$ cat src/rtl/prom_prog_pkg.sv
package prom_prog_pkg;

  typedef enum logic [2:0] {
    PM_NONE,
    PM_CLEAR,
    PM_WRITE,
    PM_READ,
    PM_INHIBIT
  } pmode_e;

  // bit 0 of md is the first mode pin
  function automatic pmode_e decode_mode(input logic [3:0] md);
    pmode_e m;
    m = PM_NONE;
    if (md == 4'b0101)                           m = PM_CLEAR;
    else if (md == 4'b1110)                      m = PM_WRITE;
    else if (md == 4'b1100)                      m = PM_READ;
    else if (md[0] && md[2] && md[3])            m = PM_INHIBIT;
    return m;
  endfunction

endpackage

$ cat src/rtl/prom_pin_sync.sv
module prom_pin_sync #(
  parameter int W      = 1,
  parameter int STAGES = 2
) (
  input  logic         clk,
  input  logic         rst_n,
  input  logic [W-1:0] pin_in,
  output logic [W-1:0] pin_sync
);

  logic [W-1:0] chain [STAGES];

  genvar s;
  generate
    for (s = 0; s < STAGES; s++) begin : g_stage
      if (s == 0) begin : g_first
        always_ff @(posedge clk or negedge rst_n) begin
          if (!rst_n) chain[0] <= '0;
          else        chain[0] <= pin_in;
        end
      end else begin : g_next
        always_ff @(posedge clk or negedge rst_n) begin
          if (!rst_n) chain[s] <= '0;
          else        chain[s] <= chain[s-1];
        end
      end
    end
  endgenerate

  assign pin_sync = chain[STAGES-1];

endmodule

$ cat src/rtl/prom_addr_seq.sv
module prom_addr_seq #(
  parameter int WORDS = 12160,
  localparam int ABW  = $clog2(2 * WORDS)
) (
  input  logic           clk,
  input  logic           rst_n,
  input  logic           active,
  input  logic           clear,
  input  logic           pclk_fall,
  output logic [ABW-1:0] byte_addr
);

  localparam logic [ABW-1:0] LAST_BYTE = ABW'(2 * WORDS - 1);
  localparam logic [1:0]     STEP_PH   = 2'd2;

  logic [1:0] phase;

  always_ff @(posedge clk or negedge rst_n) begin
    if (!rst_n) begin
      phase     <= '0;
      byte_addr <= '0;
    end else if (active && clear) begin
      phase     <= '0;
      byte_addr <= '0;
    end else if (active && pclk_fall) begin
      phase <= phase + 2'd1;
      if (phase == STEP_PH && byte_addr != LAST_BYTE)
        byte_addr <= byte_addr + 1'b1;
    end
  end

endmodule

$ cat src/rtl/prom_byte_port.sv
module prom_byte_port
  import prom_prog_pkg::*;
#(
  parameter int WORDS = 12160,
  localparam int ABW  = $clog2(2 * WORDS),
  localparam int WAW  = ABW - 1
) (
  input  logic           clk,
  input  logic           rst_n,
  input  logic           active,
  input  pmode_e         cur_mode,
  input  pmode_e         prev_mode,
  input  logic [ABW-1:0] byte_addr,
  input  logic [7:0]     d_in,
  input  logic [15:0]    mem_rdata,
  output logic [7:0]     d_out,
  output logic           d_oe,
  output logic [WAW-1:0] mem_addr,
  output logic           mem_wr,
  output logic [1:0]     mem_be,
  output logic [15:0]    mem_wdata
);

  logic [7:0] wr_latch;
  logic       lo_byte;

  assign lo_byte  = byte_addr[0];
  assign mem_addr = byte_addr[ABW-1:1];

  always_ff @(posedge clk or negedge rst_n) begin
    if (!rst_n)                              wr_latch <= '0;
    else if (active && cur_mode == PM_WRITE) wr_latch <= d_in;
  end

  // commit on the write -> inhibit transition (bit 0 rising)
  assign mem_wr    = active && prev_mode == PM_WRITE && cur_mode == PM_INHIBIT;
  assign mem_be    = lo_byte ? 2'b01 : 2'b10;
  assign mem_wdata = {wr_latch, wr_latch};

  always_ff @(posedge clk or negedge rst_n) begin
    if (!rst_n) begin
      d_oe  <= 1'b0;
      d_out <= '0;
    end else begin
      d_oe  <= active && cur_mode == PM_READ;
      d_out <= lo_byte ? mem_rdata[7:0] : mem_rdata[15:8];
    end
  end

endmodule

$ cat src/rtl/prom_byteser_prog.sv
module prom_byteser_prog
  import prom_prog_pkg::*;
#(
  parameter int WORDS       = 12160,
  parameter int SYNC_STAGES = 2,
  localparam int ABW        = $clog2(2 * WORDS),
  localparam int WAW        = ABW - 1
) (
  input  logic           clk,
  input  logic           rst_n,
  input  logic           prog_clk,
  input  logic [3:0]     mode,
  input  logic           vpp_ok,
  input  logic [7:0]     d_in,
  output logic [7:0]     d_out,
  output logic           d_oe,
  output logic [WAW-1:0] mem_addr,
  output logic           mem_wr,
  output logic [1:0]     mem_be,
  output logic [15:0]    mem_wdata,
  input  logic [15:0]    mem_rdata
);

  logic [5:0]     pins_s;
  logic           pclk_s, pclk_q, vpp_s;
  logic [3:0]     mode_s;
  pmode_e         cur_mode, prev_mode;
  logic           active, pclk_fall, clr_now;
  logic [ABW-1:0] byte_addr;

  prom_pin_sync #(.W(6), .STAGES(SYNC_STAGES)) u_sync (
    .clk      (clk),
    .rst_n    (rst_n),
    .pin_in   ({vpp_ok, prog_clk, mode}),
    .pin_sync (pins_s)
  );

  assign mode_s   = pins_s[3:0];
  assign pclk_s   = pins_s[4];
  assign vpp_s    = pins_s[5];
  assign cur_mode = decode_mode(mode_s);
  assign active   = vpp_s;
  assign clr_now  = cur_mode == PM_CLEAR;

  always_ff @(posedge clk or negedge rst_n) begin
    if (!rst_n) begin
      pclk_q    <= 1'b0;
      prev_mode <= PM_NONE;
    end else begin
      pclk_q    <= pclk_s;
      prev_mode <= cur_mode;
    end
  end

  assign pclk_fall = pclk_q && !pclk_s;

  prom_addr_seq #(.WORDS(WORDS)) u_seq (
    .clk       (clk),
    .rst_n     (rst_n),
    .active    (active),
    .clear     (clr_now),
    .pclk_fall (pclk_fall),
    .byte_addr (byte_addr)
  );

  prom_byte_port #(.WORDS(WORDS)) u_port (
    .clk       (clk),
    .rst_n     (rst_n),
    .active    (active),
    .cur_mode  (cur_mode),
    .prev_mode (prev_mode),
    .byte_addr (byte_addr),
    .d_in      (d_in),
    .mem_rdata (mem_rdata),
    .d_out     (d_out),
    .d_oe      (d_oe),
    .mem_addr  (mem_addr),
    .mem_wr    (mem_wr),
    .mem_be    (mem_be),
    .mem_wdata (mem_wdata)
  );

endmodule

$ cat config.mk
export PLATFORM = sky130hd
export DESIGN_NAME = prom_byteser_prog
export DESIGN_NICKNAME = d
export VERILOG_FILES = /design/src/rtl/prom_prog_pkg.sv /design/src/rtl/prom_pin_sync.sv /design/src/rtl/prom_addr_seq.sv /design/src/rtl/prom_byte_port.sv /design/src/rtl/prom_byteser_prog.sv
export SDC_FILE = /design/constraint.sdc
export NUM_CORES = 1
export LEC_CHECK = 0
export BUFFER_PORTS_ARGS = -buffer_cell sky130_fd_sc_hd__buf_2
export CAP_MARGIN = 20
export CORE_ASPECT_RATIO = 0.7
export CORE_MARGIN = 3
export CORE_UTILIZATION = 44
export CTS_CLUSTER_DIAMETER = 40
export DETAILED_ROUTE_END_ITERATION = 12
export GPL_TIMING_DRIVEN = 0
export PLACE_DENSITY = 0.8
export SETUP_SLACK_MARGIN = 0.15
export SLEW_MARGIN = 40
export SYNTH_ARGS = -nofsm -noshare
export SYNTH_HDL_FRONTEND = slang
export SYNTH_SLANG_ARGS = --single-unit
$ cat constraint.sdc
create_clock -name clk -period 1.5 [get_ports clk]
set_input_delay 0.15 -clock clk [delete_from_list [all_inputs] [get_ports clk]]
set_output_delay 0.15 -clock clk [all_outputs]
set_load 0.02 [all_outputs]
Word level (Yosys, flattened, before mapping). Cells that the tools add are included.

Bits in registers: 50. Output and inout bits: 42. Logic and storage cells: 46.

$add $sub $neg: 2. Equality and inequality tests: 10. Multiplexer cells: 11. Reduce and logical (&&, ||, !) cells: 14.

Operators with widths (count): 2-to-1 mux 15 bit (3); adder 15 x 1 -> 15 bit (second input constant) (1); inequality test 15 bit (second input constant) (1); 2-to-1 mux 3 bit (4); logical AND 1 bit (10); equality test 3 x 2 -> 1 bit (second input constant) (3); equality test 4 bit (second input constant) (2); 2-to-1 mux 8 bit (1); 2-to-1 mux 2 bit (3); equality test 4 x 3 -> 1 bit (second input constant) (1); nonzero test 2 bit (2); equality test 3 x 1 -> 1 bit (second input constant) (1); equality test 3 bit (second input constant) (1); adder 2 x 1 -> 2 bit (second input constant) (1); equality test 2 bit (second input constant) (1); AND reduction 2 bit (1); zero test 1 bit (1).

Longest topological paths before layout. Gate-level depths: netlist (run 1).

Depth after elaboration: 10. Depth in mapped cells: 7. Depth with buffers taken out: 6.

Hierarchy. From an unflattened synthesis (run 1), not the netlist that was laid out.

Cell total of the unflattened synthesis: 190. Area total of the unflattened synthesis: 2324.7 um^2.

By module, submodules not included: prom_addr_seq (times used 1, cells each 98, area an instance 952.2 um^2); prom_byte_port (times used 1, cells each 63, area an instance 872.1 um^2); prom_pin_sync (times used 1, cells each 18, area an instance 345.3 um^2); prom_byteser_prog (times used 1, cells each 11, area an instance 155.1 um^2).

Worst setup path after synthesis (run 1). OpenSTA, ideal clock, no wires.

Path kind: register to register. Start point: reg u_seq.byte_addr[0]. End point: reg u_seq.byte_addr[5]. Library setup time: 0.123 ns. Arrival: 1.501 ns. Required time: 1.377 ns. Slack: -0.124 ns. Cell stages (with the launch flop): 7. Clock period less this slack: 1.624 ns. Cells stage by stage: dfrtp_1 > ha_1 > nand3_1 > nor4_4 > buf_6 > or3_1 > a21oi_1.

Longest elaborated chain between the ends: 4. Elaborated cells on any way between the ends: 8. Classes of those cells: 1 x add/sub; 1 x eq/ne; 3 x mux; 3 x reduce/logical.

Ends and longest elaborated chain: from (decl) (line prom_addr_seq.sv:10) `output logic [ABW-1:0] byte_addr`; from (signal assigned) (line prom_addr_seq.sv:28) `byte_addr <= byte_addr + 1'b1;`; adder 15 x 1 -> 15 bit or inequality test 15 bit (tied branches) (line prom_addr_seq.sv:28, prom_addr_seq.sv:27); 2-to-1 mux 15 bit or logical AND 1 bit (tied branches) (line prom_addr_seq.sv:27) `if (phase == STEP_PH && byte_addr != LAST_BYTE)`; 2-to-1 mux 15 bit or nonzero test 2 bit (tied branches); 2-to-1 mux 15 bit or AND reduction 2 bit (tied branches).

Parallel ways exist; a longest one is shown, timed or not. The select of a mux whose other input is x is not followed. A chain may end at the register's enable or synchronous reset.

Worst setup path in the final report (run 1).
Start point: reg u_seq.phase[0]. End point: reg u_seq.byte_addr[8].

Longest elaborated chain between the ends: 4.

Ends and longest elaborated chain: from (decl) (line prom_addr_seq.sv:16) `logic [1:0] phase;`; from (signal assigned) (line prom_addr_seq.sv:26) `phase <= phase + 2'd1;`; equality test 2 bit (line prom_addr_seq.sv:27); logical AND 1 bit (line prom_addr_seq.sv:27); nonzero test 2 bit (no line); AND reduction 2 bit (no line).

No other way between the ends.

==> metrics.txt, run 1 <==
outcome finished with violations; failing checks negative setup slack; Port Buffers 73; Avg Cell Area, Syn 12.25 um2; worst setup slack after placement -143.8 ps; Syn Nets 208; max frequency 607.9 MHz; Synth area leaders dfrtp_1, mux2_2, buf_4, or3_1, a21oi_1; final WL 5246 um; synth warn 0; area occupied by multi-input gates 1002 um2; DP HPWL 3163 um; Area growth syn-to-layout 52.55%; reg-to-reg slack, setup -150 ps; Total GRT Usage 0.1814; Seq/Total Area, Yosys 0.5872; initial antenna violation count 0; number of global-route vias before repair 1,682; min Tclk post-route 1645 ps; TritonCTS Buffers 5; ys async rst share 1.000; root buffer cell clkbuf_8; unrepaired setup endpoints after global routing yes; Core Box Area 4504 um2; Setup Skew 5.867 ps; first-pass GRT wire length 7921 um; Crit Path Class flip-flop to flip-flop; mapped cell area 2131 um2; Synth Flop Type dfrtp_1; Reg-to-Reg Start u_seq.phase[0]$_DFFE_PN0P_; Hold/Removal Path Class primary input to flip-flop; worst path bufs/invs 3; Worst R2R Path Depth 8; Setup violations, final 14; EDFF count, synth 0; crit share post-route 1.097; Synth area leader dfrtp_1; CP delay by family, top simple AND/OR/NAND/NOR gates; Final Hold Fails 0; initial DRC count 50; CP peak stage delay 380 ps; Worst-Skew Late Latency 300 ps; number of max-cap violations 0; Antenna diodes 0; share of the synthesized area in the top cell type 0.5872; worst ir drop on vdd 0.0008770 V; non-filler instance count after layout 342; GR Overflow Total 0; initial core utilization 0.4731; total number of cells along the worst setup path 8; post-route ant nets 0; crit end category flip-flop; Ports 74; Post-Route Setup TNS -1043 ps; H-Tree Depth 2; Placement Rows 20; Pleak 1.608 nW; Crit Path Max Fanout 8; full die area 5727 um2; mean routed wirelength per cell 15.34 um; clock-pin slew on the worst setup and hold paths 90 ps; critical path endpoint u_seq.byte_addr[8]$_DFFE_PN0P_; top-count cell post-synth dfrtp_1; CTS tree built; cells along the critical path inv_2 -> ha_4 -> and4b_1 -> buf_6 -> buf_4 -> nand3_2 -> or3_1 -> a21oi_2; CP Launch Type flip-flop; critical path required time 1730 ps; die width 89.18 um; critical path startpoint u_seq.phase[0]$_DFFE_PN0P_; CP max-delay cell dfrtp_1; Inst Count DP 302; worst-margin pin slew 616.8 ps; # fillers 314; Netlist cell types 35; worst reg2reg path endpoint u_seq.byte_addr[8]$_DFFE_PN0P_; cell count after synthesis 174; fraction of layout cells with a size suffix above 1 0.6167; final total power 3.724 mW; clk sinks 50; setup ws final -145.0 ps; Placer Congestion 0.7905; via count 1,744; FF+latch area 1261 um2; clock tree buffer depth 2; nets@finish 320; Critical Path AT 1880 ps; DR vias/cell 5.099; Pre-antenna DRT Iters 4; synth cell count leaders dfrtp_1, mux2_2, a21oi_1; Die Y 64.22 um; DRC 0; Max Slew Vio Count 0; Power per Cell Area 1146 nW/um2; Rel. slew slack 0.5888; largest net degree at the start of global routing 51; Yosys reg bits 50
-- placed cells by master, fill, tap and decap left out, types with 2 or more instances in the layout --
| master | netlist | final |
|---|---|---|
| a21oi_1 | 12 | 6 |
| a21oi_2 | 0 | 6 |
| and3_1 | 3 | 3 |
| and4_1 | 2 | 2 |
| buf_2 | 2 | 71 |
| buf_4 | 9 | 31 |
| buf_6 | 2 | 7 |
| clkbuf_8 | 0 | 6 |
| dfrtp_1 | 50 | 42 |
| dfrtp_2 | 0 | 8 |
| dlygate4sd3_1 | 0 | 7 |
| ha_4 | 0 | 2 |
| inv_1 | 3 | 2 |
| mux2_2 | 16 | 9 |
| mux2_4 | 0 | 7 |
| nand2_1 | 10 | 9 |
| nand2_4 | 0 | 2 |
| nand3_1 | 6 | 2 |
| nand3_2 | 0 | 2 |
| nand3_4 | 0 | 2 |
| nand4_1 | 4 | 4 |
| nor2_1 | 9 | 6 |
| nor2_4 | 0 | 3 |
| nor4_4 | 1 | 2 |
| nor4bb_4 | 0 | 2 |
| o21ai_0 | 3 | 3 |
| o21ai_1 | 5 | 2 |
| o21ai_2 | 0 | 3 |
| o31ai_1 | 2 | 2 |
| or3_1 | 10 | 10 |
| xnor2_1 | 5 | 4 |
-- timing repair --
action,in CTS,in global routing
setup endpoints to repair,35,26
pin swaps,9,14
endpoints found under the hold margin,56,0
resized for setup,29,32
cloned,1,1
hold buffers,7,0
setup buffers,13,10
-- state kept, by name, indices dropped and copies added (netlist names) --
signal,cells
u_seq.byte_addr,15
u_sync.chain,6
u_port.d_oe,1
pclk_q,1
u_sync.pin_sync,6
u_port.wr_latch,8
prev_mode,3
u_port.d_out,8
u_seq.phase,2
-- worst min path at each step --
stage,start,to,slack (ps),cells past startpoint
2_1_floorplan,rst_n,pclk_q$_DFF_PN0_,-150,0
3_3_place_gp,vpp_ok,u_sync.chain[11]$_DFF_PN0_,260,1
3_5_place_dp,rst_n,u_seq.byte_addr[14]$_DFFE_PN0P_,210,1
4_1_cts,mem_rdata[7],u_port.d_out[7]$_DFF_PN0_,60,2
5_1_grt,mem_rdata[5],u_port.d_out[5]$_DFF_PN0_,70,2
6_report,d_in[4],u_port.wr_latch[4]$_DFFE_PN0P_,80,2
-- cell families after synthesis --
group | count (synthesis) | synth area share
muxes | 17 | 0.08925
DFF | 50 | 0.5872
and+or+nand+nor | 61 | 0.1832
adders and majority gates | 2 | 0.01174
buffers and inverters | 17 | 0.05402
AOI/OAI and AO/OA | 22 | 0.05402
xor gates and xnor gates | 5 | 0.02055
-- final cells by class --
| type | instances | share of cell area |
|---|---|---|
| clock inverter | 2 | 0.01193 |
| buffer | 14 | 0.04273 |
| inverter | 3 | 0.003464 |
| timing repair buffer | 105 | 0.2021 |
| sequential | 50 | 0.3880 |
| multi-input combinational | 107 | 0.3083 |
| clock buffer | 6 | 0.02232 |
| tap | 55 | 0.02117 |
-- worst reg2reg max path, stage by stage, from the launching register on --
cell	delay, ps
dfrtp_1	380
inv_2	80
ha_4	130
and4b_1	200
buf_6	150
buf_4	130
nand3_2	70
or3_1	330
a21oi_2	110
-- power breakdown --
part	leakage [nW]	internal, mW	switching, mW	total (mW)
clock network	0.0554	0.501	0.449	0.950
logic	0.940	0.554	0.574	1.13
registers	0.613	1.52	0.125	1.65
total	1.61	2.58	1.15	3.72
-- routing by layer --
layer  global-route usage  vias to the layer above  routed length, um
li1                     -                      829                  -
met1               0.2288                      849               2177
met2               0.2978                       60               2668
met3              0.05412                        6                326
met4              0.05576                        0                 73
met5                    0                        -                  0
-- stage by stage --
stage	utilization	hold WS (ps)	area, um2
after detailed placement	0.5778	210.1	2603
after floorplan	-	-145.6	2166
after global placement	0.5772	257.9	2600
final	0.7217	75.45	3251
after global routing	0.7217	65.20	3251
after CTS	0.6683	64.63	3010
Note: power is estimated with default switching activity, not from simulation.
==> run 2: changes to the inputs <==
- CELL_PAD_IN_SITES_DETAIL_PLACEMENT: default -> 1
- CELL_PAD_IN_SITES_GLOBAL_PLACEMENT: default -> 2
- CORE_UTILIZATION: 44 -> 28
- PLACE_DENSITY: 0.8 -> 0.81
==> run 2 against run 1 <==
Critical path type unchanged. Sequential power about the same. First-iteration DRC count down 14%. Die area up 52%. The flow still finishes with violations (negative setup slack). Utilization down 26 points. Critical path depth unchanged. Non-clock buffer count down 2. Setup slack better by 20 ps. Total power up 5.9%.
==> metrics.txt, run 2 (synthesis results as in run 1) <==
M1 WL 2584 um; final WL 5670 um; Area growth syn-to-layout 52.14%; Total GRT Usage 0.1283; crit share post-route 1.083; critical path required time 1750 ps; sw frac 0.3111; Pre-antenna DRT Iters 4; initial antenna violation count 0; die width 110.3 um; CP peak stage delay 380 ps; cells along the critical path inv_2 -> ha_4 -> and4b_1 -> buf_6 -> buf_4 -> nand3_2 -> or3_1 -> a21oi_2; via count 1,734; unrepaired setup endpoints after global routing yes; min Tclk post-route 1625 ps; WL met3 382 um; DP HPWL 3642 um; NetSw 1.227 mW; initial core utilization 0.3014; worst-margin pin slew 644.9 ps; initial DRC count 43; DR vias/cell 4.575; nets@finish 318; clock tree buffer depth 2; most frequent cells in the layout buf_2, dfrtp_1, buf_4, mux2_2, nand2_1; Inst Count DP 341; Crit Path Class flip-flop to flip-flop; Final Hold Fails 0; biggest regs u_seq.byte_addr (15), u_port.d_out (8), u_port.wr_latch (8); non-filler instance count after layout 379; Reg power frac 0.419; largest net degree at the start of global routing 51; Max Slew Vio Count 0; root buffer cell clkbuf_8; combinational share of power 0.327; number of max-cap violations 0; post-route ant nets 0; CTS tree built; setup ws final -124.8 ps; outcome finished with violations; number of global-route vias before repair 1,765; Die Y 78.99 um; Pint 2.717 mW; DRC 0; Ports 74; Clk pwr share 0.254; Met2 Wirelength 2667 um; TritonCTS Buffers 5; worst setup slack after placement -188.7 ps; full die area 8709 um2; commonest non-fill, non-tap cell in the layout buf_2; H-Tree Depth 2; Post-Route Setup TNS -763.0 ps; failing checks negative setup slack; Power per Cell Area 1217 nW/um2; GR Overflow Total 0; mean routed wirelength per cell 14.96 um; max layer used met4; Placer Congestion 0.6969; Rel. slew slack 0.5701; fraction of layout cells with a size suffix above 1 0.5930; worst ir drop on vdd 0.0005722 V; CP max-delay cell dfrtp_1; Core Box Area 7069 um2; Port Buffers 73; Worst-Skew Late Latency 310 ps; Hold/Removal Path Class primary input to flip-flop; hold slack 67.65 ps; Antenna diodes 0; CP Launch Type flip-flop; Pleak 1.531 nW; crit end category flip-flop; max frequency 615.5 MHz; Setup violations, final 11; clock-pin slew on the worst setup and hold paths 100 ps; Placement Rows 25; first-pass GRT wire length 8707 um; Biggest register u_seq.byte_addr; Crit Path Max Fanout 8; Setup Skew 8.151 ps; Critical Path AT 1870 ps; clk sinks 50; max reg flops 15
run 2: cell types whose count changed in the layout (fill, tap and decap cells not counted), sizes merged:
cell	change
clkinvlp	+1
clkbuf	-2
buf	-1
run 2: timing repair:
action / CTS / global route
cloned: 1 / 2
endpoints found under the setup margin: 35 / 27
pin swaps: 12 / 12
hold buffers: 7 / 0
gates resized for setup: 25 / 25
endpoints found under the hold margin: 56 / 0
setup buffers: 9 / 11
run 2: area by class of cell:
type                       instances  area, um2
fill                             787       3827
multi-input combinational        107      922.1
buffer                            14      140.1
inverter                           3      16.27
timing repair buffer             103      669.4
sequential                        50       1259
clock buffer                       5      68.82
tap                               94      117.6
clock inverter                     3      48.80
run 2: worst max-delay path: cells and delay by family (launching register included):
kind,cells,cell delay [ps]
AOI/OAI and AO/OA,1,120
adders and majority gates,1,120
buffers and inverters,3,350
DFF,1,380
and+or+nand+nor,3,590
run 2: worst paths after layout:
path | from | endpoint | slack (ps) | depth (start not counted)
max | u_seq.phase[0]$_DFFE_PN0P_ | u_seq.byte_addr[8]$_DFFE_PN0P_ | -120 | 8
min | mem_rdata[2] | u_port.d_out[2]$_DFF_PN0_ | 70 | 2
max reg2reg | u_seq.phase[0]$_DFFE_PN0P_ | u_seq.byte_addr[8]$_DFFE_PN0P_ | -120 | 8
min reg2reg | u_sync.chain[11]$_DFF_PN0_ | u_sync.pin_sync[5]$_DFF_PN0_ | 360 | 0
max in group asynchronous | rst_n | u_seq.byte_addr[5]$_DFFE_PN0P_ | 620 | 2
min in group asynchronous | rst_n | u_seq.byte_addr[7]$_DFFE_PN0P_ | 390 | 2
run 2: power groups by stage:
stage	logic, mW	registers, mW	clock network [mW]
after floorplan	0.456	1.81	0
after global placement	0.914	1.67	0
after detailed placement	0.936	1.67	0
after CTS	1.02	1.65	1.05
after global routing	1.41	1.69	1.11
final	1.29	1.65	1.00
run 2: through the flow:
| stage | area (um2) | power [mW] | utilization |
|---|---|---|---|
| floorplan | 2166 | 2.270 | - |
| global placement | 2649 | 2.580 | 0.3747 |
| detailed placement | 2651 | 2.610 | 0.3750 |
| CTS | 3045 | 3.724 | 0.4308 |
| global route | 3242 | 4.208 | 0.4586 |
| finish | 3242 | 3.944 | 0.4586 |
run 2: layer usage:
metal  track usage  vias to the layer above
li1              -                      825
met1        0.1779                      851
met5             0                        -
met3       0.04387                        5
met4       0.03321                        0
met2        0.1919                       53
==> run 3: changes to the inputs <==
- CORE_ASPECT_RATIO: 0.7 -> 0.5
- TNS_END_PERCENT: default -> 20
==> run 3 against run 2 <==
The run still ends with negative setup slack left. Non-clock buffer count decreased by 6. Count of clock-buffer cells in the layout grew 1. Fmax is 0.76% lower. First-iteration DRC count up 19%. Design area decreased by 2.9%. Combinational power down 18%. Setup slack worse by 12 ps. Largest cell class unchanged.
==> metrics.txt, run 3 (synthesis results as in run 1) <==
outcome finished with violations; failing checks negative setup slack; worst setup slack after placement -150.0 ps; non-filler instance count after layout 371; # fillers 762; clock tree buffer depth 2; Crit Path Class flip-flop to flip-flop; nets@finish 312; H-Tree Depth 2; Total GRT Usage 0.1288; worst-margin pin slew 636.9 ps; crit share post-route 1.091; Core Box Area 7015 um2; CP Launch Type flip-flop; Power per Cell Area 1234 nW/um2; number of max-cap violations 0; TritonCTS Buffers 5; Ports 74; fraction of layout cells with a size suffix above 1 0.5771; Setup Skew 6.476 ps; startpoint of the lowest-slack hold path mem_rdata[3]; Antenna diodes 0; critical path required time 1710 ps; area occupied by multi-input gates 889.6 um2; clock-pin slew on the worst setup and hold paths 70 ps; Pleak 1.492 nW; critical path startpoint u_seq.phase[0]$_DFFE_PN0P_; largest net degree at the start of global routing 51; Pre-antenna DRT Iters 4; final WL 5392 um; initial DRC count 51; max reg flops 15; Inst Count DP 339; crit end category flip-flop; Die Y 67.69 um; initial core utilization 0.3037; hold slack 83.57 ps; Placement Rows 21; via count 1,716; mean routed wirelength per cell 14.53 um; Reg-to-Reg Start u_seq.phase[0]$_DFFE_PN0P_; biggest regs u_seq.byte_addr (15), u_port.d_out (8), u_port.wr_latch (8); DRC 0; final total power 3.887 mW; Core Util, Final 0.4489; commonest non-fill, non-tap cell in the layout buf_2; Post-Route Setup TNS -921.2 ps; Crit Path Max Fanout 8; fin area 3149 um2; root buffer cell clkbuf_16; clk sinks 50; die width 129.4 um; DR vias/cell 4.625; Final Hold Fails 0; DP HPWL 3625 um; Hold/Removal Path Class primary input to flip-flop; max frequency 610.8 MHz; CTS tree built; DP Area 2643 um2; Max Slew Vio Count 0; Area growth syn-to-layout 47.80%; Worst-Skew Late Latency 290 ps; Setup violations, final 12; first-pass GRT wire length 8790 um; worst ir drop on vdd 0.0005758 V; full die area 8756 um2; setup ws final -137.2 ps; FF+latch area 1261 um2; Placer Congestion 0.6981; number of global-route vias before repair 1,796; Critical Path AT 1850 ps; initial antenna violation count 0; Biggest register u_seq.byte_addr; Rel. slew slack 0.5754; GR Overflow Total 0; Port Buffers 73; unrepaired setup endpoints after global routing yes; post-route ant nets 0; min Tclk post-route 1637 ps; most frequent cells in the layout buf_2, dfrtp_1, buf_4, mux2_2, nand2_1
[run 3: changes by cell type in the layout (fill, tap and decap cells not counted), moves of 2 or more]
cell | before | now
clkbuf_16 | 1 | 5
dfrtp_1 | 44 | 42
o21ai_1 | 7 | 4
o21ai_0 | 1 | 3
buf_6 | 9 | 5
clkbuf_8 | 5 | 1
dfrtp_2 | 6 | 8
[run 3: layout make-up]
cell class / count / area share
Buffer: 14 / 0.04211
Clock buffer: 6 / 0.04410
Clock inverter: 2 / 0.005165
Inverter: 3 / 0.003576
Multi-Input combinational cell: 107 / 0.2825
Sequential cell: 50 / 0.4005
Tap cell: 92 / 0.03655
Timing Repair Buffer: 97 / 0.1855
[run 3: timing repair]
action	CTS	global route
cloned	1	0
hold buffers	7	0
buffers inserted	9	7
hold endpoints to repair	56	0
gates resized for setup	27	11
endpoints found under the setup margin	35	20
pin swaps	9	13
[run 3: report_power, final]
part           leakage [nW]  internal (mW)  switching [mW]
sequential            0.614           1.52           0.112
clock                0.0735          0.671           0.518
combinational         0.805          0.504           0.558
total                  1.49           2.70            1.19
[run 3: critical path, cell delays in order, from the launching register on]
cell	delay [ps]
dfrtp_1	380
inv_2	70
ha_4	130
and4b_1	200
buf_6	140
nand2_2	80
or4_1	410
a21oi_1	150
[run 3: metal layers]
| metal | track usage | up-vias | routed length, um |
|---|---|---|---|
| li1 | - | 822 | - |
| met1 | 0.1526 | 854 | 2271 |
| met2 | 0.2307 | 35 | 2796 |
| met3 | 0.03397 | 5 | 259 |
| met4 | 0.04319 | 0 | 64 |
| met5 | 0 | - | 0 |
[run 3: path summary, 6_finish.rpt]
| check | endpoint | slack, ps | depth (start not counted) |
|---|---|---|---|
| worst max-delay path | u_seq.byte_addr[6]$_DFFE_PN0P_ | -140 | 7 |
| worst min-delay path | u_port.d_out[3]$_DFF_PN0_ | 80 | 2 |
| worst max register to register | u_seq.byte_addr[6]$_DFFE_PN0P_ | -140 | 7 |
| worst min register to register | u_sync.pin_sync[3]$_DFF_PN0_ | 350 | 0 |
| max in group asynchronous | u_sync.pin_sync[3]$_DFF_PN0_ | 620 | 2 |
| min in group asynchronous | u_seq.byte_addr[11]$_DFFE_PN0P_ | 420 | 2 |
